$ cat src/rtl/sleep_seq_pkg.sv
// Package: shared state type and widths for the sleep-state controller.
// Assumes: state codes are observable at the top and must keep these values.
package sleep_seq_pkg;

    localparam int STATE_W = 3;

    typedef enum logic [STATE_W-1:0] {
        ST_OFF       = 3'd0,
        ST_WAIT_DRAM = 3'd1,
        ST_S2R       = 3'd2,
        ST_WAIT_CORE = 3'd3,
        ST_ON        = 3'd4
    } pwr_state_t;

endpackage

$ cat src/rtl/pg_sync.sv
// Module: multi-stage synchroniser for a vector of asynchronous level inputs.
// Assumes: each bit is a slow level signal, so the bits are synchronised independently;
//          reset clears every stage to 0 (power not good).
module pg_sync #(
    parameter int WIDTH  = 3,
    parameter int STAGES = 2
) (
    input  logic             clk,
    input  logic             rst_n,
    input  logic [WIDTH-1:0] din,
    output logic [WIDTH-1:0] dout
);

    logic [WIDTH-1:0] stage [STAGES];

    // Shift each input through the chain of flops.
    always_ff @(posedge clk) begin
        if (!rst_n) begin
            for (int i = 0; i < STAGES; i++) stage[i] <= '0;
        end else begin
            stage[0] <= din;
            for (int i = 1; i < STAGES; i++) stage[i] <= stage[i-1];
        end
    end

    assign dout = stage[STAGES-1];

    generate
        if (STAGES >= 2) begin : g_chk
            // the output only takes a value that the stage before it already held.
            p_sync_chain_r8: assert property (@(posedge clk) disable iff (!rst_n)
                (dout != $past(dout)) |-> (dout == $past(stage[STAGES-2])));
        end
    endgenerate

endmodule

$ cat src/rtl/sleep_seq_fsm.sv
// Module: power-state sequencer for soft-off down and full-on up.
// Assumes: dram_ok and core_ok are already synchronised; the soft-off request
//          has priority over every other event.
module sleep_seq_fsm
    import sleep_seq_pkg::*;
#(
    parameter int DRAM_CH = 2
) (
    input  logic               clk,
    input  logic               rst_n,
    input  logic               soft_off_req,
    input  logic               wake_req,
    input  logic [DRAM_CH-1:0] dram_ok,
    input  logic               core_ok,
    output pwr_state_t         state_q,
    output pwr_state_t         state_d
);

    logic dram_all_ok;
    assign dram_all_ok = &dram_ok;

    // Next-state decision.
    always_comb begin
        state_d = state_q;
        case (state_q)
            ST_OFF:       if (!soft_off_req && wake_req) state_d = ST_WAIT_DRAM;
            ST_WAIT_DRAM: if (soft_off_req) state_d = ST_OFF;
                          else if (dram_all_ok) state_d = ST_S2R;
            ST_S2R:       state_d = soft_off_req ? ST_OFF : ST_WAIT_CORE;
            ST_WAIT_CORE: if (soft_off_req) state_d = ST_OFF;
                          else if (core_ok) state_d = ST_ON;
            ST_ON:        if (soft_off_req || !dram_all_ok) state_d = ST_OFF;
            default:      state_d = ST_OFF;
        endcase
    end

    // State register, cold reset into soft-off.
    always_ff @(posedge clk) begin
        if (!rst_n) state_q <= ST_OFF;
        else        state_q <= state_d;
    end

    // suspend-to-RAM is never held for a second cycle.
    p_s2r_one_cycle_r4: assert property (@(posedge clk) disable iff (!rst_n)
        (state_q == ST_S2R && !soft_off_req) |=> (state_q == ST_WAIT_CORE));

    // one missing DRAM channel keeps the wait.
    p_hold_wait_dram_r3: assert property (@(posedge clk) disable iff (!rst_n)
        (state_q == ST_WAIT_DRAM && !dram_all_ok && !soft_off_req) |=> (state_q == ST_WAIT_DRAM));

    // a soft-off request always lands in soft-off.
    p_req_off_r9: assert property (@(posedge clk) disable iff (!rst_n)
        (state_q != ST_OFF && soft_off_req) |=> (state_q == ST_OFF));

    // DRAM power loss while on drops to soft-off.
    p_dram_drop_r10: assert property (@(posedge clk) disable iff (!rst_n)
        (state_q == ST_ON && !dram_all_ok) |=> (state_q == ST_OFF));

endmodule

$ cat src/rtl/sleep_seq_outreg.sv
// Module: registered active-low sleep, status and reset outputs.
// Assumes: it is fed the next state, so the outputs change on the same edge as the state.
module sleep_seq_outreg
    import sleep_seq_pkg::*;
(
    input  logic       clk,
    input  logic       rst_n,
    input  pwr_state_t state_d,
    output logic       deep_sleep_n,
    output logic       s2r_sleep_n,
    output logic       dram_term_sleep_n,
    output logic       susp_stat_n,
    output logic       plat_rst_n,
    output logic       dbg_cpu_rst_n
);

    logic past_s2r, core_up;
    assign past_s2r = (state_d == ST_WAIT_CORE) || (state_d == ST_ON);
    assign core_up  = (state_d == ST_ON);

    // Output flops, all low (asserted) on cold reset.
    always_ff @(posedge clk) begin
        if (!rst_n) begin
            deep_sleep_n      <= 1'b0;
            s2r_sleep_n       <= 1'b0;
            dram_term_sleep_n <= 1'b0;
            susp_stat_n       <= 1'b0;
            plat_rst_n        <= 1'b0;
            dbg_cpu_rst_n     <= 1'b0;
        end else begin
            deep_sleep_n      <= (state_d != ST_OFF);
            s2r_sleep_n       <= past_s2r;
            dram_term_sleep_n <= past_s2r;
            susp_stat_n       <= core_up;
            plat_rst_n        <= core_up;
            dbg_cpu_rst_n     <= core_up;
        end
    end

    // the two memory-side indications move together.
    p_term_pair_r5: assert property (@(posedge clk) disable iff (!rst_n)
        s2r_sleep_n == dram_term_sleep_n);

    // the debug reset tracks the platform reset.
    p_dbg_follow_r7: assert property (@(posedge clk) disable iff (!rst_n)
        dbg_cpu_rst_n == plat_rst_n);

endmodule

$ cat src/rtl/sleep_seq_ctrl.sv
// Module: top of the sleep-state handshake controller.
// Assumes: power-good inputs are asynchronous to clk; the requests are synchronous to clk.
module sleep_seq_ctrl
    import sleep_seq_pkg::*;
#(
    parameter int DRAM_CH     = 2,
    parameter int SYNC_STAGES = 2
) (
    input  logic               clk,
    input  logic               rst_n,
    input  logic               soft_off_req,
    input  logic               wake_req,
    input  logic [DRAM_CH-1:0] dram_pg,
    input  logic               core_pg,
    output logic               deep_sleep_n,
    output logic               s2r_sleep_n,
    output logic               dram_term_sleep_n,
    output logic               susp_stat_n,
    output logic               plat_rst_n,
    output logic               dbg_cpu_rst_n,
    output logic [STATE_W-1:0] state_o
);

    localparam int PG_W = DRAM_CH + 1;

    logic [PG_W-1:0] pg_sync_q;
    pwr_state_t      state_q, state_d;

    pg_sync #(.WIDTH(PG_W), .STAGES(SYNC_STAGES)) u_sync (
        .clk   (clk),
        .rst_n (rst_n),
        .din   ({core_pg, dram_pg}),
        .dout  (pg_sync_q)
    );

    sleep_seq_fsm #(.DRAM_CH(DRAM_CH)) u_fsm (
        .clk          (clk),
        .rst_n        (rst_n),
        .soft_off_req (soft_off_req),
        .wake_req     (wake_req),
        .dram_ok      (pg_sync_q[DRAM_CH-1:0]),
        .core_ok      (pg_sync_q[DRAM_CH]),
        .state_q      (state_q),
        .state_d      (state_d)
    );

    sleep_seq_outreg u_out (
        .clk               (clk),
        .rst_n             (rst_n),
        .state_d           (state_d),
        .deep_sleep_n      (deep_sleep_n),
        .s2r_sleep_n       (s2r_sleep_n),
        .dram_term_sleep_n (dram_term_sleep_n),
        .susp_stat_n       (susp_stat_n),
        .plat_rst_n        (plat_rst_n),
        .dbg_cpu_rst_n     (dbg_cpu_rst_n)
    );

    assign state_o = state_q;

    // soft-off shows every output asserted.
    p_off_low_r1: assert property (@(posedge clk) disable iff (!rst_n)
        (state_o == ST_OFF) |-> !(deep_sleep_n | s2r_sleep_n | dram_term_sleep_n
                                  | susp_stat_n | plat_rst_n | dbg_cpu_rst_n));

    // full-on shows reset and suspend status released.
    p_on_released_r6: assert property (@(posedge clk) disable iff (!rst_n)
        (state_o == ST_ON) |-> (plat_rst_n && susp_stat_n && s2r_sleep_n && deep_sleep_n));

endmodule

$ cat config.mk
export PLATFORM = sky130hd
export DESIGN_NAME = sleep_seq_ctrl
export DESIGN_NICKNAME = d
export VERILOG_FILES = /design/src/rtl/sleep_seq_pkg.sv /design/src/rtl/pg_sync.sv /design/src/rtl/sleep_seq_fsm.sv /design/src/rtl/sleep_seq_outreg.sv /design/src/rtl/sleep_seq_ctrl.sv
export SDC_FILE = /design/constraint.sdc
export NUM_CORES = 1
export LEC_CHECK = 0
export CAP_MARGIN = 20
export CORE_AREA = 8 8 45 47
export CTS_CLUSTER_DIAMETER = 50
export DETAILED_ROUTE_END_ITERATION = 7
export DIE_AREA = 0 0 53 55
export SKIP_LAST_GASP = 1
export SYNTH_ARGS = -nofsm -noshare
export SYNTH_HDL_FRONTEND = slang
export SYNTH_SLANG_ARGS = --single-unit
$ cat constraint.sdc
create_clock -name clk -period 3.25 [get_ports clk]
set_input_delay 0.4875 -clock clk [delete_from_list [all_inputs] [get_ports clk]]
set_output_delay 0.4875 -clock clk [all_outputs]
set_load 0.02 [all_outputs]
# Word-level counts from Yosys, hierarchy flattened
# Memory sizes are Yosys's and may differ from the RTL's.
# Index checks and enable logic that the tools add are counted.
# W data, S select, Z words.
[totals]
ff_bits = 6
ramBits = 6
inputBits = 7
output_inout_bits = 9
wordCells = 33
memories = 1
[mem_list]
columns = ["memory", "words", "word_bits", "rd", "rd_ports_with_merged_regs", "wr", "line_no", "text"]
rows = [
  ["u_sync.stage", 2, 3, 2, 0, 2, "pg_sync.sv:14", "logic [WIDTH-1:0] stage [STAGES];"],
]
[classes]
n_eq_ne = 6
mux = 12
bitwise = 2
n_reduce_logical = 8
[op_table]
columns = ["cell", "n"]
rows = [
  ["$mux W3", 8],
  ["$pmux W3 S5", 1],
  ["$eq A3 B2 Y1 const B", 3],
  ["$eq A3 B3 Y1 const B", 2],
  ["$eq A3 B1 Y1 const B", 1],
  ["$logic_not A3 Y1", 1],
  ["$reduce_bool A3 Y1", 1],
  ["$logic_not A1 Y1", 2],
  ["$logic_or A1 B1 Y1", 2],
  ["$mux W1", 2],
  ["$mux W2", 1],
  ["$or A1 B1 Y1", 2],
  ["$reduce_and A2 Y1", 1],
  ["$logic_and A1 B1 Y1", 1],
]

# Longest topological paths before layout
# Gate-level depths: netlist of the first run.
# An unclocked memory read counts as a cell.
[depth]
word_depth = 8
ltp_mapped = 4
depth_no_buf = 3

# Modules after synthesis
# Synthesis of the first run repeated with hierarchy kept, for this count alone.
[unflattened]
hier_cells = 45
hier_area_um2 = 462.9
[modules_own_cells]
columns = ["module", "n_inst", "cells_per_inst", "area_each_um2", "seq_area_each_um2"]
rows = [
  ["pg_sync", 1, 15, 180.2, 120.1],
  ["sleep_seq_fsm", 1, 19, 161.4, 60.1],
  ["sleep_seq_outreg", 1, 11, 121.4, 60.1],
]

# Worst setup path before layout of the first run
# No wires, ideal clock.
[synth_timing]
path_kind = "register -> register"
start = "register u_fsm.state_q[1]"
end = "register u_out.s2r_sleep_n"
setup_ns = 0.079
arrival_ns = 1.209
required_ns = 3.171
slack_ns = 1.961
path_stages_with_launch = 4
path_buffers = 1
period_less_slack_ns = 1.289
path_cell_list = "dfxtp_1 -> buf_6 -> or4b_4 -> a211oi_2"
[synth_between]
elab_chain_cells = 5
word_cells_on_any_way = 15
classes_between = "6 x eq/ne; 7 x mux; 2 x reduce/logical"
[synth_lines]
columns = ["element", "line_no", "text"]
rows = [
  ["start: declaration", "sleep_seq_fsm.sv:15", "output pwr_state_t state_q,"],
  ["start signal: assignment", "sleep_seq_fsm.sv:40", "else state_q <= state_d;"],
  ["$mux W3 (on tied branches)", "sleep_seq_fsm.sv:31, sleep_seq_fsm.sv:28", ""],
  ["$mux W3 (on tied branches)", "sleep_seq_fsm.sv:30, sleep_seq_fsm.sv:27", ""],
  ["$pmux W3 S5 (*)", "sleep_seq_fsm.sv:25", "case (state_q)"],
  ["$eq A3 B2 Y1 / $eq A3 B3 Y1 (equally long branches)", "sleep_seq_outreg.sv:18", "assign past_s2r = (state_d == ST_WAIT_CORE) || (state_d == ST_ON);"],
  ["$logic_or A1 B1 Y1 (*)", "sleep_seq_outreg.sv:18", ""],
  ["end signal: assignment", "sleep_seq_outreg.sv:32", "s2r_sleep_n <= past_s2r;"],
  ["end: declaration", "sleep_seq_outreg.sv:10", "output logic s2r_sleep_n,"],
]
# Every way passes the cells marked *; elsewhere a longest branch is shown, timed or not.
# A chain may end at the register's enable or synchronous reset.

# Final worst setup path of the first run
[layout_timing]
start = "register u_fsm.state_q[1]"
end = "output state_o[1]"
[layout_rtl]
columns = ["element", "line_no", "text"]
rows = [
  ["end: declaration", "sleep_seq_ctrl.sv:21", "output logic [STATE_W-1:0] state_o"],
]
# No word-level cell between the ends.

==> results of run 1 <==
[area by class of cell]
| class | count | area [um2] | share of cell area (%) |
|---|---|---|---|
| sequential | 12 | 240 | 38.7 |
| multi-input combinational | 28 | 174 | 28.0 |
| tap | 16 | 20.0 | 3.23 |
| clock buffer | 4 | 36.3 | 5.85 |
| timing repair buffer | 15 | 150 | 24.2 |
[path summary, 6_finish.rpt]
| path | cells after the start | slack [ns] | to | start |
|---|---|---|---|---|
| hold / removal | 1 | 0.44 | u_sync.stage[0][3]$_SDFF_PN0_ | u_sync.stage[0][0]$_SDFF_PN0_ |
| setup / recovery | 1 | 1.36 | state_o[1] | u_fsm.state_q[1]$_SDFF_PN0_ |
| hold reg to reg | 1 | 0.44 | u_sync.stage[0][3]$_SDFF_PN0_ | u_sync.stage[0][0]$_SDFF_PN0_ |
| setup reg to reg | 2 | 2.03 | u_out.s2r_sleep_n$_SDFF_PN0_ | u_fsm.state_q[2]$_SDFF_PN0_ |
[power groups by stage]
stage / sequential, mW / clock [mW] / combinational [mW]
detailed placement: 0.157 / 0 / 0.0192
global placement: 0.157 / 0 / 0.0189
finish: 0.154 / 0.114 / 0.0189
floorplan: 0.158 / 0 / 0.00648
global route: 0.155 / 0.128 / 0.0207
CTS: 0.154 / 0.120 / 0.0193
[metal layers]
metal / GRT usage [%] / vias to the layer above / part of all wire, %
li1: - / 176 / -
met1: 6.29 / 154 / 40
met2: 9.57 / 15 / 46
met3: 4.28 / 2 / 13
met4: 5.17 / 0 / 1.3
met5: 0 / - / 0
[registers in the layout, indices dropped and copies added, names as in the netlist]
signal	count
u_sync.stage	6
u_fsm.state_q	3
u_out.deep_sleep_n	1
u_out.s2r_sleep_n	1
u_out.susp_stat_n	1
[cells in the final DEF, fill, tap and decap left out]
| master | Yosys | routed |
|---|---|---|
| clkdlybuf4s50_1 | 0 | 15 |
| and2_1 | 6 | 6 |
| a21oi_1 | 5 | 5 |
| nand2b_1 | 1 | 1 |
| nor3_1 | 2 | 2 |
| or2_2 | 1 | 1 |
| o211ai_1 | 1 | 1 |
| or2b_1 | 1 | 1 |
| a211oi_2 | 1 | 1 |
| nor2b_1 | 2 | 2 |
| clkbuf_8 | 0 | 1 |
| o21ai_0 | 1 | 1 |
| nand3_1 | 1 | 1 |
| and4b_1 | 1 | 1 |
| dfxtp_1 | 12 | 12 |
| clkbuf_4 | 0 | 3 |
| or4b_4 | 1 | 1 |
| nor2_1 | 1 | 1 |
| nand2_1 | 3 | 3 |
[cell families (layout without fill, tap and decap cells)]
group                  count (synthesis)  after routing  share of synthesized area [%]
AOI/OAI and AO/OA                      8              8                           11.2
DFF                                   12             12                           53.6
and+or+nand+nor                       20             20                           27.7
buffers and inverters                  4             19                           7.54
[synthesized netlist by cell type]
master | n | area (um2)
nand2_1 | 3 | 11.3
a211oi_2 | 1 | 12.5
dfxtp_1 | 12 | 240
and4b_1 | 1 | 10.0
or2b_1 | 1 | 7.51
or2_2 | 1 | 6.26
a21oi_1 | 5 | 25.0
buf_6 | 1 | 11.3
nor3_1 | 2 | 10.0
nor2_1 | 1 | 3.75
nand3_1 | 1 | 5.00
buf_4 | 3 | 22.5
or4b_4 | 1 | 13.8
nand2b_1 | 1 | 6.26
o211ai_1 | 1 | 7.51
o21ai_0 | 1 | 5.00
nor2b_1 | 2 | 12.5
and2_1 | 6 | 37.5
[stage by stage]
step	area (um2)	util, %	setup WS (ns)	power [mW]	hold WS, ns
2_1_floorplan	448	-	1.96	0.165	0.412
3_3_place_gp	584	42.2	1.65	0.176	0.414
3_5_place_dp	584	42.2	1.64	0.177	0.421
4_1_cts	621	44.8	1.33	0.293	0.442
5_1_grt	621	44.8	1.28	0.304	0.456
6_report	621	44.8	1.36	0.287	0.436
==> results.yml, run 1 <==
finish:
  area_growth_pct: 38.5
  diodes: 0
  finalNetCount: 67
  finalNonFillerCells: 75
  drive_above_1_share_pct: 11.9
  n_fill_cell: 140
clocking:
  cts.repair.resized: 0
  cts_made_buffers: 3
  cts_tree: "done"
  cts.sinks: 12
  cts_root_buf: "clkbuf_4"
  cts_setup_buffers: 0
  cts_buffer_depth: 2
  clkSlewWorstSetupHoldPaths_ns: 0.07
  holdBufCountCts: 0
  htree_levels: 1
  clk_latency_ns: 0.27
route:
  routed_wl_um: 793
  num_vias: 347
  wire_per_inst_um: 10.6
  drt_first_iter_violations: 2
  ant_nets: 0
  drcViolationCount: 0
  viasPerCell: 4.63
  first_pass_iters: 3
die:
  ioPinCount: 16
  die_w_um: 53
  dieArea_um2: 2920
  num_rows: 14
  core_area_um2: 1380
  start_util_pct: 32.4
  die_y_um: 55
worst_setup_path:
  crit_slowest_cell: "clkdlybuf4s50_1"
  path_cells: "clkdlybuf4s50_1"
  cp-end-kind: "output pin"
  arrival_ns: 1.41
  startpoint_type: "flop"
  worstPathMaxFanout: 10
  required_ns: 2.76
  cpPeakStageDelay_ns: 0.66
  path_class: "flop to output pin"
  critical_path_buf_inv_count: 1
  path_delay_family: "buffers and inverters"
power_and_ir_drop:
  total_leakage_power_nw: 0.227
  p_per_area_nw_per_um2: 463
  power_frac_comb_pct: 6.6
  p_sw_share_pct: 19.3
  p_sw_mw: 0.0555
  intPower_mw: 0.232
  power_frac_seq_pct: 53.6
  clockPowerShare_pct: 39.8
  vdd_drop_max_v: 0.000216
synth:
  synth_area_um2: 448
  syn_nets: 51
  synth_seq_cells: 12
  seq_area_frac_synth_pct: 53.6
  synthesis.instances: 44
  syn_avg_cell_area_um2: 10.2
  yosysUniqueCellTypes: 18
  ys_warn_count: 0
sta:
  grt_setup_unrepaired: "no"
  clock.fmax_mhz: 528
  hold_viol: 0
  setup_violations: 0
  period_share_pct: 58.2
  relSlewSlack_pct: 81.9
  finalClockSkew_ns: 0.00364
  tns_ns: 0
  slew_viol_final: 0
  fin_crit_ns: 1.89
  tightest_slew_ns: 0.271
run:
  cap_violations: 0
global_routing:
  gr-total-overflow: 0
  antenna_found_initial: 0
  grt_pass1_wl_um: 1310
  grt_usage_pct: 6.47
  grt_max_degree: 11
  grt_pass1_vias: 308
placed_design:
  hpwlAfterDp_um: 639
  place_inst: 71
  gp_congestion: 0.666
  portBuffers: 15
outcome:
  status: "finished, final reports clean"
worst_hold_path:
  min_path_type: "flop to flop"
Power figures use the tool's default switching activity.
==> run 2, diff against run 1 <==
clock period = 1.8 ns   (was 3.25 ns; I/O delays follow)
==> results of run 2 <==
The final DEF is identical to that of run 1. Status: finished, final reports clean.
Main changes from that run: setup slack after placement 1.64 ns -> 0.407 ns; setup slack after layout 1.36 ns -> 0.125 ns; register-to-register setup slack 2.03 ns -> 0.58 ns; total power 0.287 mW -> 0.519 mW; worst IR drop on VDD 0.000216 V -> 0.000390 V
